File: src/rtl/irl_encoder.sv
module irl_encoder #(
  parameter int unsigned ADDR_W  = 6,
  parameter int unsigned DATA_W  = 16,
  parameter logic [15:0] VERSION = 16'h0101
) (
  input  logic              clk,
  input  logic              rst_n,
  input  logic [12:0]       src_in,
  input  logic              wr_en,
  input  logic              rd_en,
  input  logic [ADDR_W-1:0] addr,
  input  logic [DATA_W-1:0] wdata,
  output logic [DATA_W-1:0] rdata,
  output logic [3:0]        irl_out,
  output logic              shutdown,
  output logic [DATA_W-1:0] port_out
);
  localparam int unsigned NSRC = 13;
  localparam logic [ADDR_W-1:0] A_MASK = ADDR_W'(6'h00);
  localparam logic [ADDR_W-1:0] A_PWR  = ADDR_W'(6'h30);
  localparam logic [ADDR_W-1:0] A_VER  = ADDR_W'(6'h32);
  localparam logic [ADDR_W-1:0] A_PORT = ADDR_W'(6'h36);

  localparam logic [3:0] LVL [NSRC] = '{4'd1, 4'd2, 4'd9, 4'd10, 4'd3, 4'd0, 4'd4,
                                        4'd5, 4'd6, 4'd7, 4'd8, 4'd11, 4'd12};
  localparam int unsigned POS [NSRC] = '{9, 8, 14, 13, 12, 11, 10, 6, 5, 4, 7, 0, 15};

  logic [15:0] mon_q, mask_q, mon_d, pend;
  logic [3:0]  best;

  always_comb begin
    mon_d = '0;
    for (int i = 0; i < NSRC; i++)
      mon_d[POS[i]] = src_in[i];
  end

  assign pend = mon_q & mask_q;

  always_comb begin
    best = 4'hF;
    for (int i = 0; i < NSRC; i++)
      if (pend[POS[i]] && LVL[i] < best) best = LVL[i];
  end

  always_ff @(posedge clk or negedge rst_n) begin
    if (!rst_n) begin
      mon_q    <= '0;
      mask_q   <= '0;
      port_out <= '0;
      irl_out  <= '0;
      shutdown <= 1'b0;
    end else begin
      mon_q    <= mon_d;
      irl_out  <= best ^ 4'hF;
      shutdown <= wr_en && addr == A_PWR && wdata[0];
      if (wr_en && addr == A_MASK) mask_q   <= wdata[15:0];
      if (wr_en && addr == A_PORT) port_out <= wdata;
    end
  end

  always_comb begin
    rdata = '0;
    if (rd_en)
      case (addr)
        A_MASK:  rdata = DATA_W'(mask_q);
        A_VER:   rdata = DATA_W'(VERSION);
        A_PORT:  rdata = port_out;
        default: rdata = '0;
      endcase
  end
endmodule


File: config.mk
export PLATFORM = sky130hd
export DESIGN_NAME = irl_encoder
export DESIGN_NICKNAME = d
export VERILOG_FILES = /design/src/rtl/irl_encoder.sv
export SDC_FILE = /design/constraint.sdc
export NUM_CORES = 1
export LEC_CHECK = 0
export BUFFER_PORTS_ARGS = -buffer_cell sky130_fd_sc_hd__buf_4
export CORE_MARGIN = 2
export CORE_UTILIZATION = 31
export DETAILED_ROUTE_END_ITERATION = 10
export GPL_TIMING_DRIVEN = 0
export PLACE_DENSITY_LB_ADDON = 0.12
export SETUP_SLACK_MARGIN = 0.02
export SLEW_MARGIN = 20
export SYNTH_ARGS = -nofsm -noshare
export SYNTH_HDL_FRONTEND = slang
export SYNTH_SLANG_ARGS = --single-unit
export TNS_END_PERCENT = 10
File: constraint.sdc
create_clock -name clk -period 1.9 [get_ports clk]
set_input_delay 0.19 -clock clk [delete_from_list [all_inputs] [get_ports clk]]
set_output_delay 0.19 -clock clk [all_outputs]
set_load 0.02 [all_outputs]
==> qor.yml, run 1 <==
global_routing:
  grt_pass1_wl_mm: 8.67
  grt_max_degree: 51
  grt_pass1_vias: 1715
  grt-ovfl-total: 0
  antenna_found_initial: 0
  grt_use_total_pct: 15.2
sta:
  worstMarginPinSlew_ns: 0.641
  setup_violations: 0
  maxSlewViolCount: 0
  skew_ns: 0.00623
  rsz0062_at_grt: "yes"
  period_needed_ns: 1.85
  fin_crit_sh_pct: 97.4
  max_freq_ghz: 0.540
  hold_viol_final: 0
  timing.final.ws_setup_ns: 0.0494
  max-slew-margin-rel_pct: 57.3
clocking:
  insertion_delay_ns: 0.30
  cts_root_buf: "clkbuf_8"
  cts_buffers: 5
  cts_tree: "done"
  path_clk_slew_ns: 0.09
  ctsHtreeMaxLevel: 2
  cts_sinks: 50
  clockBufferDepth: 2
synth:
  synth.largest_area_cell: "dfrtp_1"
  avgSynthCellArea_sq_um: 13.0
  syn_area_sq_um: 2100
  yosys_warnings: 0
  synth_area_leaders: "dfrtp_1 60%, mux2_2 17%, a22oi_1 7.1%"
  synth_top_area_share_pct: 59.5
  ys_ff_latch: 50
  synth.yosys.seq_area_share_pct: 59.5
  ys_types: 26
  syn_nets: 201
  synth_cells: 162
worst_hold_path:
  hold_depth: 2
  hold_path.class: "in2reg"
floorplanning:
  start_util_pct: 31.5
  die_x_microns: 86.3
  rows: 30
  die-area_sq_um: 7460
  die_h_microns: 86.3
  io_pins: 76
  fp.coreArea_sq_um: 6680
run:
  maxCapViolCount: 0
place:
  io_buffers: 75
  place.gp.congestion: 0.779
  hpwl_mm: 3.81
  place_ws_ns: -0.470
  place_inst: 317
finish:
  final_cell_mix: "74 x buf_4, 50 x dfrtp_1, 32 x mux2_2, 19 x a22oi_1, 14 x dlygate4sd3_1"
  syn_to_final_growth_pct: 51.9
  drive_gt1_share_pct: 54.1
  final_common_cell: "buf_4"
  fin_nets: 304
  diodes: 0
  finalNonFillerCells: 346
setup_path:
  worst_ep_arrival_time_ns: 1.66
  worstPathMaxFanout: 5
  start_kind: "input port"
  reg2regPathDepth: 4
  path_class: "in2out"
  worstPathRequired_ns: 1.71
  endpoint_kind: "output port"
status:
  status: "complete, no violations"
detailed_routing:
  first_iter_violations: 88
  ant_nets: 0
  num_vias: 1672
  routed_wl_mm: 5.60
  remaining_drc_errors: 0
  post_drt_wl_per_cell_microns: 16.2
  routed_via_density: 4.83
  dr.pass1.iters: 4
power:
  cellLeakagePower_nw: 1.51
  ir_worst_vdd_uv: 286
  pwr_density_cell_nw_per_um2: 782
[report_power, final]
group / leakage, nW / switching [mW] / internal, mW
logic: 0.821 / 0.244 / 0.277
clock network: 0.0544 / 0.354 / 0.334
registers: 0.639 / 0.0924 / 1.20
[final timing paths]
check | startpoint | to | slack (ns)
min reg2reg | mask_q[2] | mask_q[2] | 0.51
max reg2reg | mask_q[10] | irl_out[0] | 0.57
min | wdata[14] | port_out[14] | 0.12
max | addr[4] | rdata[7] | 0.05
max in group asynchronous | rst_n | mon_q[12] | 1.02
min in group asynchronous | rst_n | port_out[12] | 0.46
[Yosys cell counts]
library cell	count
a22oi_1	20
a32o_1	1
nand4_1	2
dfrtp_1	50
and2_1	2
nor3_4	1
or4_4	1
clkbuf_1	1
mux2_2	32
buf_1	1
and4_1	1
a21boi_0	3
o32a_1	1
o21ai_0	4
and3_1	1
a31oi_1	1
inv_1	2
a222oi_1	1
nand3_1	5
nand2_1	10
and4bb_2	1
buf_6	1
buf_2	3
nor2_1	15
a21bo_2	1
nand2_4	1
[repair_timing]
item | CTS | global route
pin swaps | 2 | 6
hold endpoints to repair | 63 | 0
gates resized for setup | 12 | 21
buffers inserted | 5 | 2
hold buffers | 14 | 0
endpoints found under the setup margin | 16 | 16
cloned | 1 | 1
[cell type report]
cell class | count | area, sq um
clock buffer | 7 | 96.3
fill | 630 | 3490
clock inverter | 1 | 8.76
timing repair buffer | 97 | 811
tap | 80 | 100
multi-input combinational | 104 | 868
buffer | 5 | 50.0
inverter | 2 | 7.51
sequential | 50 | 1250
[flip-flops by register name (all words and copies together) (netlist names)]
register,flops
mask_q,16
port_out,16
mon_q,13
irl_out,4
shutdown,1
[routing by layer]
metal / global-route usage [%] / vias to the layer above / wire length, microns
met5: 0 / - / 0
met4: 3.41 / 0 / 34
met3: 3.52 / 4 / 235
met2: 24.9 / 37 / 2810
met1: 20.8 / 829 / 2530
li1: - / 802 / -
[critical path, stage by stage]
cell,delay [ns]
buf_4,0.11
or4_4,0.53
nor3_4,0.17
buf_6,0.14
o21ai_4,0.10
buf_8,0.15
nor2_2,0.11
buf_4,0.15
[cell families (layout without fill, tap and decap cells)]
logic type	count (synthesis)	in the layout	synth area share (%)
DFF	50	50	59.5
buffers and inverters	8	112	1.96
muxes	32	32	17.1
and+or+nand+nor	40	40	10.0
AOI/OAI and AO/OA	32	32	11.4
[stage by stage]
stage / setup TNS [ns] / area [sq um] / util (%) / power [mW] / hold WS, ns
floorplan: -0.379 / 2100 / - / 1.54 / -0.106
global placement: -8.91 / 2770 / 41.4 / 1.80 / 0.262
detailed placement: -8.49 / 2770 / 41.4 / 1.80 / 0.265
CTS: -0.0177 / 3090 / 46.2 / 2.52 / 0.117
global route: -0.0125 / 3190 / 47.8 / 2.63 / 0.116
finish: 0 / 3190 / 47.8 / 2.50 / 0.124
(Power assumes the default switching activity.)
==> inputs of run 2 (changes only) <==
--- a/config.mk
+++ b/config.mk
@@ -5,6 +5,7 @@
 export SDC_FILE = /design/constraint.sdc
 export NUM_CORES = 1
 export LEC_CHECK = 0
+export ABC_AREA = 1
 export BUFFER_PORTS_ARGS = -buffer_cell sky130_fd_sc_hd__buf_4
 export CORE_MARGIN = 2
 export CORE_UTILIZATION = 31
==> run 2 against run 1 <==
  * Critical endpoint is now rdata[5]
  * First-iteration DRC count fell by 11%
  * Core utilization is 2.9 points lower
  * Register-to-register slack got worse by 0.17 ns
  * Clock skew shrank 0.0013 ns
  * Cell count up 33%
  * Via count rose by 20%
==> qor.yml, run 2 <==
status:
  status: "complete, no violations"
finish:
  final_common_cell: "nand2_1"
  stdcell_area_sq_um: 3240  # +1.5%
  multi_input_area_sq_um: 861  # -0.86%
  seq_area_sq_um: 1250  # unchanged
  syn_to_final_growth_pct: 40.6
  final_cell_mix: "90 x nand2_1, 75 x buf_4, 50 x dfrtp_1, 31 x inv_1, 18 x a21oi_1"
  fillers: 755  # +20%
  diodes: 0  # unchanged
  fin_nets: 399  # +31%
  top_regs: "mask_q (16), port_out (16), mon_q (13)"
  drive_gt1_share_pct: 32.4  # -22 points
sta:
  fin_crit_sh_pct: 91.1  # -6.3 points
  period_needed_ns: 1.73  # -0.120 ns
  max_freq_ghz: 0.578  # +6.9%
  rsz0062_at_grt: "no"
  setup-tns-final_ns: 0  # unchanged
  worstMarginPinSlew_ns: 0.643  # +0.00227 ns
  hold_viol_final: 0  # unchanged
  skew_ns: 0.00492  # -0.00131 ns
  setup_violations: 0  # unchanged
  maxSlewViolCount: 0  # unchanged
  max-slew-margin-rel_pct: 57.1  # -0.15 points
floorplanning:
  rows: 31  # +3.3%
  die_h_microns: 90.2  # +4.5%
  start_util_pct: 31.9  # +0.47 points
  die-area_sq_um: 8140  # +9.1%
  die_x_microns: 90.2  # +4.5%
  io_pins: 76  # unchanged
  fp.coreArea_sq_um: 7210  # +8.0%
place:
  io_buffers: 75  # unchanged
  place.gp.congestion: 0.803  # +3.0%
  placed_area_sq_um: 2990  # +8.1%
  hpwl_mm: 4.37  # +15%
setup_path:
  worstPathMaxFanout: 10  # +5
  start_kind: "input port"
  path_class: "in2out"
  r2r_slack_ns: 0.40  # -0.17 ns
  worst_ep_arrival_time_ns: 1.54  # -0.12 ns
  endpoint_kind: "output port"
  reg2reg_to: "irl_out[1]"
  r2r_start: "mask_q[12]"
  reg2regPathDepth: 10  # +6
  worstPathRequired_ns: 1.71  # about the same
clocking:
  path_clk_slew_ns: 0.09  # about the same
  post_cts_resized: 0  # -12
  cts_sinks: 50  # unchanged
  clockBufferDepth: 2  # unchanged
  insertion_delay_ns: 0.30  # about the same
  cts_root_buf: "clkbuf_8"
  cts_buffers: 5  # unchanged
  ctsHtreeMaxLevel: 2  # unchanged
  cts_tree: "done"
synth:
  yosys_warnings: 0  # unchanged
  ys_types: 20  # -23%
  synth_top_area_share_pct: 54.3  # -5.2 points
  post_synth_most_frequent_cells: "90 x nand2_1, 50 x dfrtp_1, 31 x inv_1"
  synth_most_common_cell: "nand2_1"
  synth.yosys.seq_area_share_pct: 54.3  # -5.2 points
  avgSynthCellArea_sq_um: 8.73  # -33%
  syn_nets: 303  # +51%
  synth.largest_area_cell: "dfrtp_1"
  synth-edff-count: 0  # unchanged
  synth_cells: 264  # +63%
  async_reset_ff_share_pct: 100  # unchanged
  ys_ff_latch: 50  # unchanged
  ys.flop_type: "dfrtp_1"
  synth_area_leaders: "dfrtp_1 54%, nand2_1 15%, o21ai_2 6.1%"
  syn_area_sq_um: 2300  # +9.6%
detailed_routing:
  post_drt_wl_per_cell_microns: 13.3  # -18%
  routed_via_density: 4.36  # -9.8%
  ant_nets: 0  # unchanged
  remaining_drc_errors: 0  # unchanged
  dr.pass1.iters: 4  # unchanged
  routed_wl_mm: 6.14  # +9.6%
  first_iter_violations: 78  # -11%
  num_vias: 2005  # +20%
worst_hold_path:
  min_to: "shutdown"
  hold_depth: 3  # +1
  hold_path.class: "in2reg"
  hp-start: "wdata[0]"
global_routing:
  grt-ovfl-total: 0  # unchanged
  grt_pass1_vias: 2008  # +17%
  grt_use_total_pct: 16.0  # +0.76 points
  grt_pass1_wl_mm: 10.3  # +19%
  antenna_found_initial: 0  # unchanged
  grt_max_degree: 51  # unchanged
power:
  seq_power_share_pct: 48.7  # -2.9 points
  comb_power_share_pct: 22.8  # +1.9 points
  clkPwrFrac_pct: 28.5  # +0.9 points
  netSwitchingFraction_pct: 29.5  # +1.9 points
  cellLeakagePower_nw: 1.69  # +11%
  intPower_mw: 1.85  # +2.5%
  ir_worst_vdd_uv: 379  # +32%
  p_switching_mw: 0.776  # +12%
  pwr_density_cell_nw_per_um2: 811  # +3.7%
run:
  maxCapViolCount: 0  # unchanged
## run 2: changes by cell type after synthesis, moves of 3 or more
cell     change
inv_1       +29
nand2_2      +4
buf_6        +4
o21ai_2     +16
a21oi_1     +18
a22oi_1     -20
o21ai_1      +9
o21ai_0      +7
mux2_2      -32
nor2_4       +3
nor2_1       -8
nand2_1     +80
nand3_1      +3
## run 2: repair_timing
action,CTS,global route
hold buffers,14,0
buffers inserted,0,0
endpoints found under the hold margin,63,0
## run 2: kinds of logic (layout without fill, tap and decap cells)
| group | count (synthesis) | after routing | synth area share, % |
|---|---|---|---|
| and+or+nand+nor | 119 | 119 | 22.7 |
| AOI/OAI and AO/OA | 55 | 55 | 14.7 |
| DFF | 50 | 50 | 54.3 |
| buffers and inverters | 40 | 137 | 8.31 |
## run 2: metrics by stage
step	total power [mW]	hold slack [ns]	worst slack [ns]	utilization (%)	std cells
global placement	1.88	0.268	0.145	41.4	438
finish	2.63	0.143	0.169	44.9	460
CTS	2.66	0.134	0.167	44.9	460
floorplan	1.61	-0.106	0.464	-	264
detailed placement	1.89	0.271	0.169	41.4	438
global route	2.78	0.138	0.0238	44.9	460
## run 2: layout make-up
class | count | area share (%)
plain buffers | 9 | 2.32
clock buffers | 5 | 2.12
clock inverters | 3 | 1.24
inverters | 31 | 3.59
multi-input cells | 174 | 26.6
flip-flops and latches | 50 | 38.6
well taps | 99 | 3.82
repair buffers | 89 | 21.7
## run 2: worst max-delay path by stage
stage	startpoint	to	slack, ns	cells past startpoint
6_report	addr[3]	rdata[5]	0.17	8
5_1_grt	addr[0]	rdata[5]	0.02	8
4_1_cts	addr[3]	rdata[10]	0.17	8
3_5_place_dp	addr[3]	rdata[10]	0.17	8
3_3_place_gp	addr[3]	rdata[10]	0.15	8
2_1_floorplan	addr[0]	rdata[13]	0.46	6
## run 2: critical path, cell delays in order
cell and delay, ns:
buf_4 0.11, nor2_1 0.10, nand2_1 0.10, nor3_4 0.38, buf_6 0.22, nand2_1 0.06
a21oi_1 0.20, buf_4 0.18
## run 2: layer usage
metal / wire, microns / global-route usage, % / vias up
li1: - / - / 1021
met1: 2940 / 23.1 / 919
met2: 2790 / 24.4 / 60
met3: 361 / 3.94 / 5
met4: 40 / 3.46 / 0
met5: 0 / 0 / -
## run 2: power by group through the flow
stage / logic (mW) / clock network [mW] / registers [mW]
final: 0.598 / 0.749 / 1.28
after CTS: 0.608 / 0.767 / 1.28
after global routing: 0.667 / 0.816 / 1.30
after global placement: 0.578 / 0 / 1.30
after detailed placement: 0.583 / 0 / 1.30
after floorplan: 0.236 / 0 / 1.38
==> inputs of run 3 (changes only) <==
--- a/config.mk
+++ b/config.mk
@@ -5,12 +5,12 @@
 export SDC_FILE = /design/constraint.sdc
 export NUM_CORES = 1
 export LEC_CHECK = 0
-export ABC_AREA = 1
+export ABC_AREA = 0
 export BUFFER_PORTS_ARGS = -buffer_cell sky130_fd_sc_hd__buf_4
 export CORE_MARGIN = 2
 export CORE_UTILIZATION = 31
 export DETAILED_ROUTE_END_ITERATION = 10
-export GPL_TIMING_DRIVEN = 0
+export GPL_TIMING_DRIVEN = 1
 export PLACE_DENSITY_LB_ADDON = 0.12
 export SETUP_SLACK_MARGIN = 0.02
 export SLEW_MARGIN = 20
==> run 3 against run 2 <==
  * Sequential cell count is the same
  * First-iteration DRC count decreased by 18%
  * Core utilization increased by 0.79 points
  * Final area is 5.8% lower
  * Largest power group unchanged
  * Setup slack worse by 0.068 ns
  * Highest routed layer unchanged
  * Critical path type unchanged
  * Sequential share of layout area grew 2.4 points
  * Register-to-register slack improved by 0.15 ns
  * Via count decreased by 18%
  * Die area down 8.4%
  * Wire length decreased by 14%
==> qor.yml, run 3 (synthesized netlist as in run 1, its figures left out) <==
status:
  status: "complete, no violations"
global_routing:
  antenna_found_initial: 0  # unchanged
  grt_use_total_pct: 14.6  # -1.5 points
  grt_pass1_vias: 1656  # -18%
  grt-ovfl-total: 0  # unchanged
  grt_max_degree: 51  # unchanged
  grt_pass1_wl_mm: 8.33  # -19%
floorplanning:
  fp.coreArea_sq_um: 6680  # -7.4%
  die_x_microns: 86.3  # -4.3%
  die_h_microns: 86.3  # -4.3%
  start_util_pct: 31.5  # -0.47 points
  die-area_sq_um: 7460  # -8.4%
  rows: 30  # -3.2%
  io_pins: 76  # unchanged
setup_path:
  critPathSlowestCell: "or4_4"
  crit_buf_inv: 3  # unchanged
  start_kind: "input port"
  worstPathMaxFanout: 8  # -2
  crit_family: "simple AND/OR/NAND/NOR gates"
  endpoint_kind: "output port"
  crit_start: "addr[0]"
  cp_common_cell: "buf_4"
  r2r_slack_ns: 0.55  # +0.15 ns
  crit_chain: "buf_4, or4_4, nor3_4, buf_4, nand2_1, a21boi_0, buf_4"
  worst_ep_arrival_time_ns: 1.61  # +0.07 ns
  worstPathRequired_ns: 1.71  # about the same
  path_class: "in2out"
  r2r_start: "mask_q[7]"
  critPathMaxStageDelay_ns: 0.53  # +0.15 ns
sta:
  maxSlewViolCount: 0  # unchanged
  max_freq_ghz: 0.556  # -3.8%
  hold_viol_final: 0  # unchanged
  skew_ns: 0.00853  # +0.00360 ns
  rsz0062_at_grt: "no"
  period_needed_ns: 1.80  # +0.0677 ns
  max-slew-margin-rel_pct: 57.4  # +0.30 points
  timing.final.ws_setup_ns: 0.102  # -0.0677 ns
  worstMarginPinSlew_ns: 0.639  # -0.00454 ns
  fin_crit_sh_pct: 94.7  # +3.6 points
  setup_violations: 0  # unchanged
clocking:
  insertion_delay_ns: 0.30  # about the same
  cts_buffers: 5  # unchanged
  cts_root_buf: "clkbuf_8"
  path_clk_slew_ns: 0.08  # about the same
  post_cts_buffers: 0  # unchanged
  ctsHtreeMaxLevel: 2  # unchanged
  clockBufferDepth: 2  # unchanged
  cts_sinks: 50  # unchanged
  cts_tree: "done"
detailed_routing:
  wl_met1_mm: 2.27  # -23%
  routed_via_density: 4.86  # +12%
  num_vias: 1648  # -18%
  top_layer: "met4"
  post_drt_wl_per_cell_microns: 15.6  # +17%
  met3WireLength_microns: 222  # -39%
  first_iter_violations: 64  # -18%
  dr.pass1.iters: 4  # unchanged
  routed_wl_mm: 5.30  # -14%
  remaining_drc_errors: 0  # unchanged
  ant_nets: 0  # unchanged
  met2_length_mm: 2.76  # -1.2%
power:
  ir_worst_vdd_uv: 383  # +0.99%
  pwr_density_cell_nw_per_um2: 834  # +2.8%
  cellLeakagePower_nw: 1.48  # -13%
  finalPower_mw: 2.55  # -3.2%
finish:
  final_cell_mix: "80 x buf_4, 50 x dfrtp_1, 32 x mux2_2, 20 x a22oi_1, 15 x nor2_1"
  seq_area_sq_um: 1250  # unchanged
  syn_to_final_growth_pct: 45.2
  final_common_cell: "buf_4"
  fillers: 637  # -16%
  diodes: 0  # unchanged
  fin_nets: 298  # -25%
  top_regs: "mask_q (16), port_out (16), mon_q (13)"
  multi_input_area_sq_um: 810  # -6.0%
  drive_gt1_share_pct: 48.6  # +16 points
place:
  hpwl_mm: 3.80  # -13%
  io_buffers: 75  # unchanged
  place_ws_ns: 0.0654  # -0.104 ns
  place.gp.congestion: 0.767  # -4.4%
run:
  maxCapViolCount: 0  # unchanged
worst_hold_path:
  hold_path.class: "in2reg"
  hp-start: "wdata[14]"
-- run 3: cell count changes in the layout (fill, tap and decap cells not counted), sizes merged, moves of 4 or more --
cell	previous run	this run
o21ai	36	4
mux2	0	32
inv	31	2
nor2	10	15
nand2	95	11
a21oi	18	0
a22oi	0	20
nand3	9	5
-- run 3: stage by stage --
step / hold slack [ns] / area (sq um) / TNS (ns) / instances / utilization (%)
after floorplan: -0.106 / 2100 / -0.379 / 162 / -
after global placement: 0.264 / 2800 / 0 / 318 / 41.9
after detailed placement: 0.260 / 2800 / 0 / 318 / 41.9
after CTS: 0.115 / 3050 / 0 / 339 / 45.6
after global routing: 0.112 / 3050 / 0 / 339 / 45.7
final: 0.126 / 3050 / 0 / 339 / 45.7
-- run 3: layout make-up --
type | count | area share (%)
sequential | 50 | 41.0
multi-input combinational | 104 | 26.5
timing repair buffer | 96 | 25.3
tap | 80 | 3.28
clock buffer | 6 | 2.70
clock inverter | 1 | 0.984
inverter | 2 | 0.246
-- run 3: repair_timing --
action	CTS	global route
endpoints found under the hold margin	63	0
hold buffers	14	0
endpoints found under the setup margin	0	1
resized for setup	0	1
-- run 3: final timing paths --
kind | endpoint | cells after the start
min in group asynchronous | mon_q[0] | 2
hold / removal | port_out[14] | 2
max in group asynchronous | port_out[0] | 2
setup / recovery | rdata[8] | 7
hold reg to reg | mask_q[3] | 1
setup reg to reg | irl_out[1] | 4
-- run 3: per-layer routing --
metal | vias up | track usage [%]
li1 | 791 | -
met2 | 43 | 24.4
met3 | 4 | 4.48
met4 | 0 | 2.98
met1 | 810 | 18.7
met5 | - | 0
-- run 3: power breakdown --
group	switching [mW]	internal (mW)	leakage, nW	total [mW]
logic	0.238	0.273	0.779	0.511
clock network	0.321	0.421	0.0573	0.742
registers	0.0970	1.20	0.639	1.29
-- run 3: worst reg2reg max path, delay by kind of cell, from the launching register on --
| family | cells | cell delay, ns |
|---|---|---|
| compound gates | 4 | 0.77 |
| flops | 1 | 0.43 |
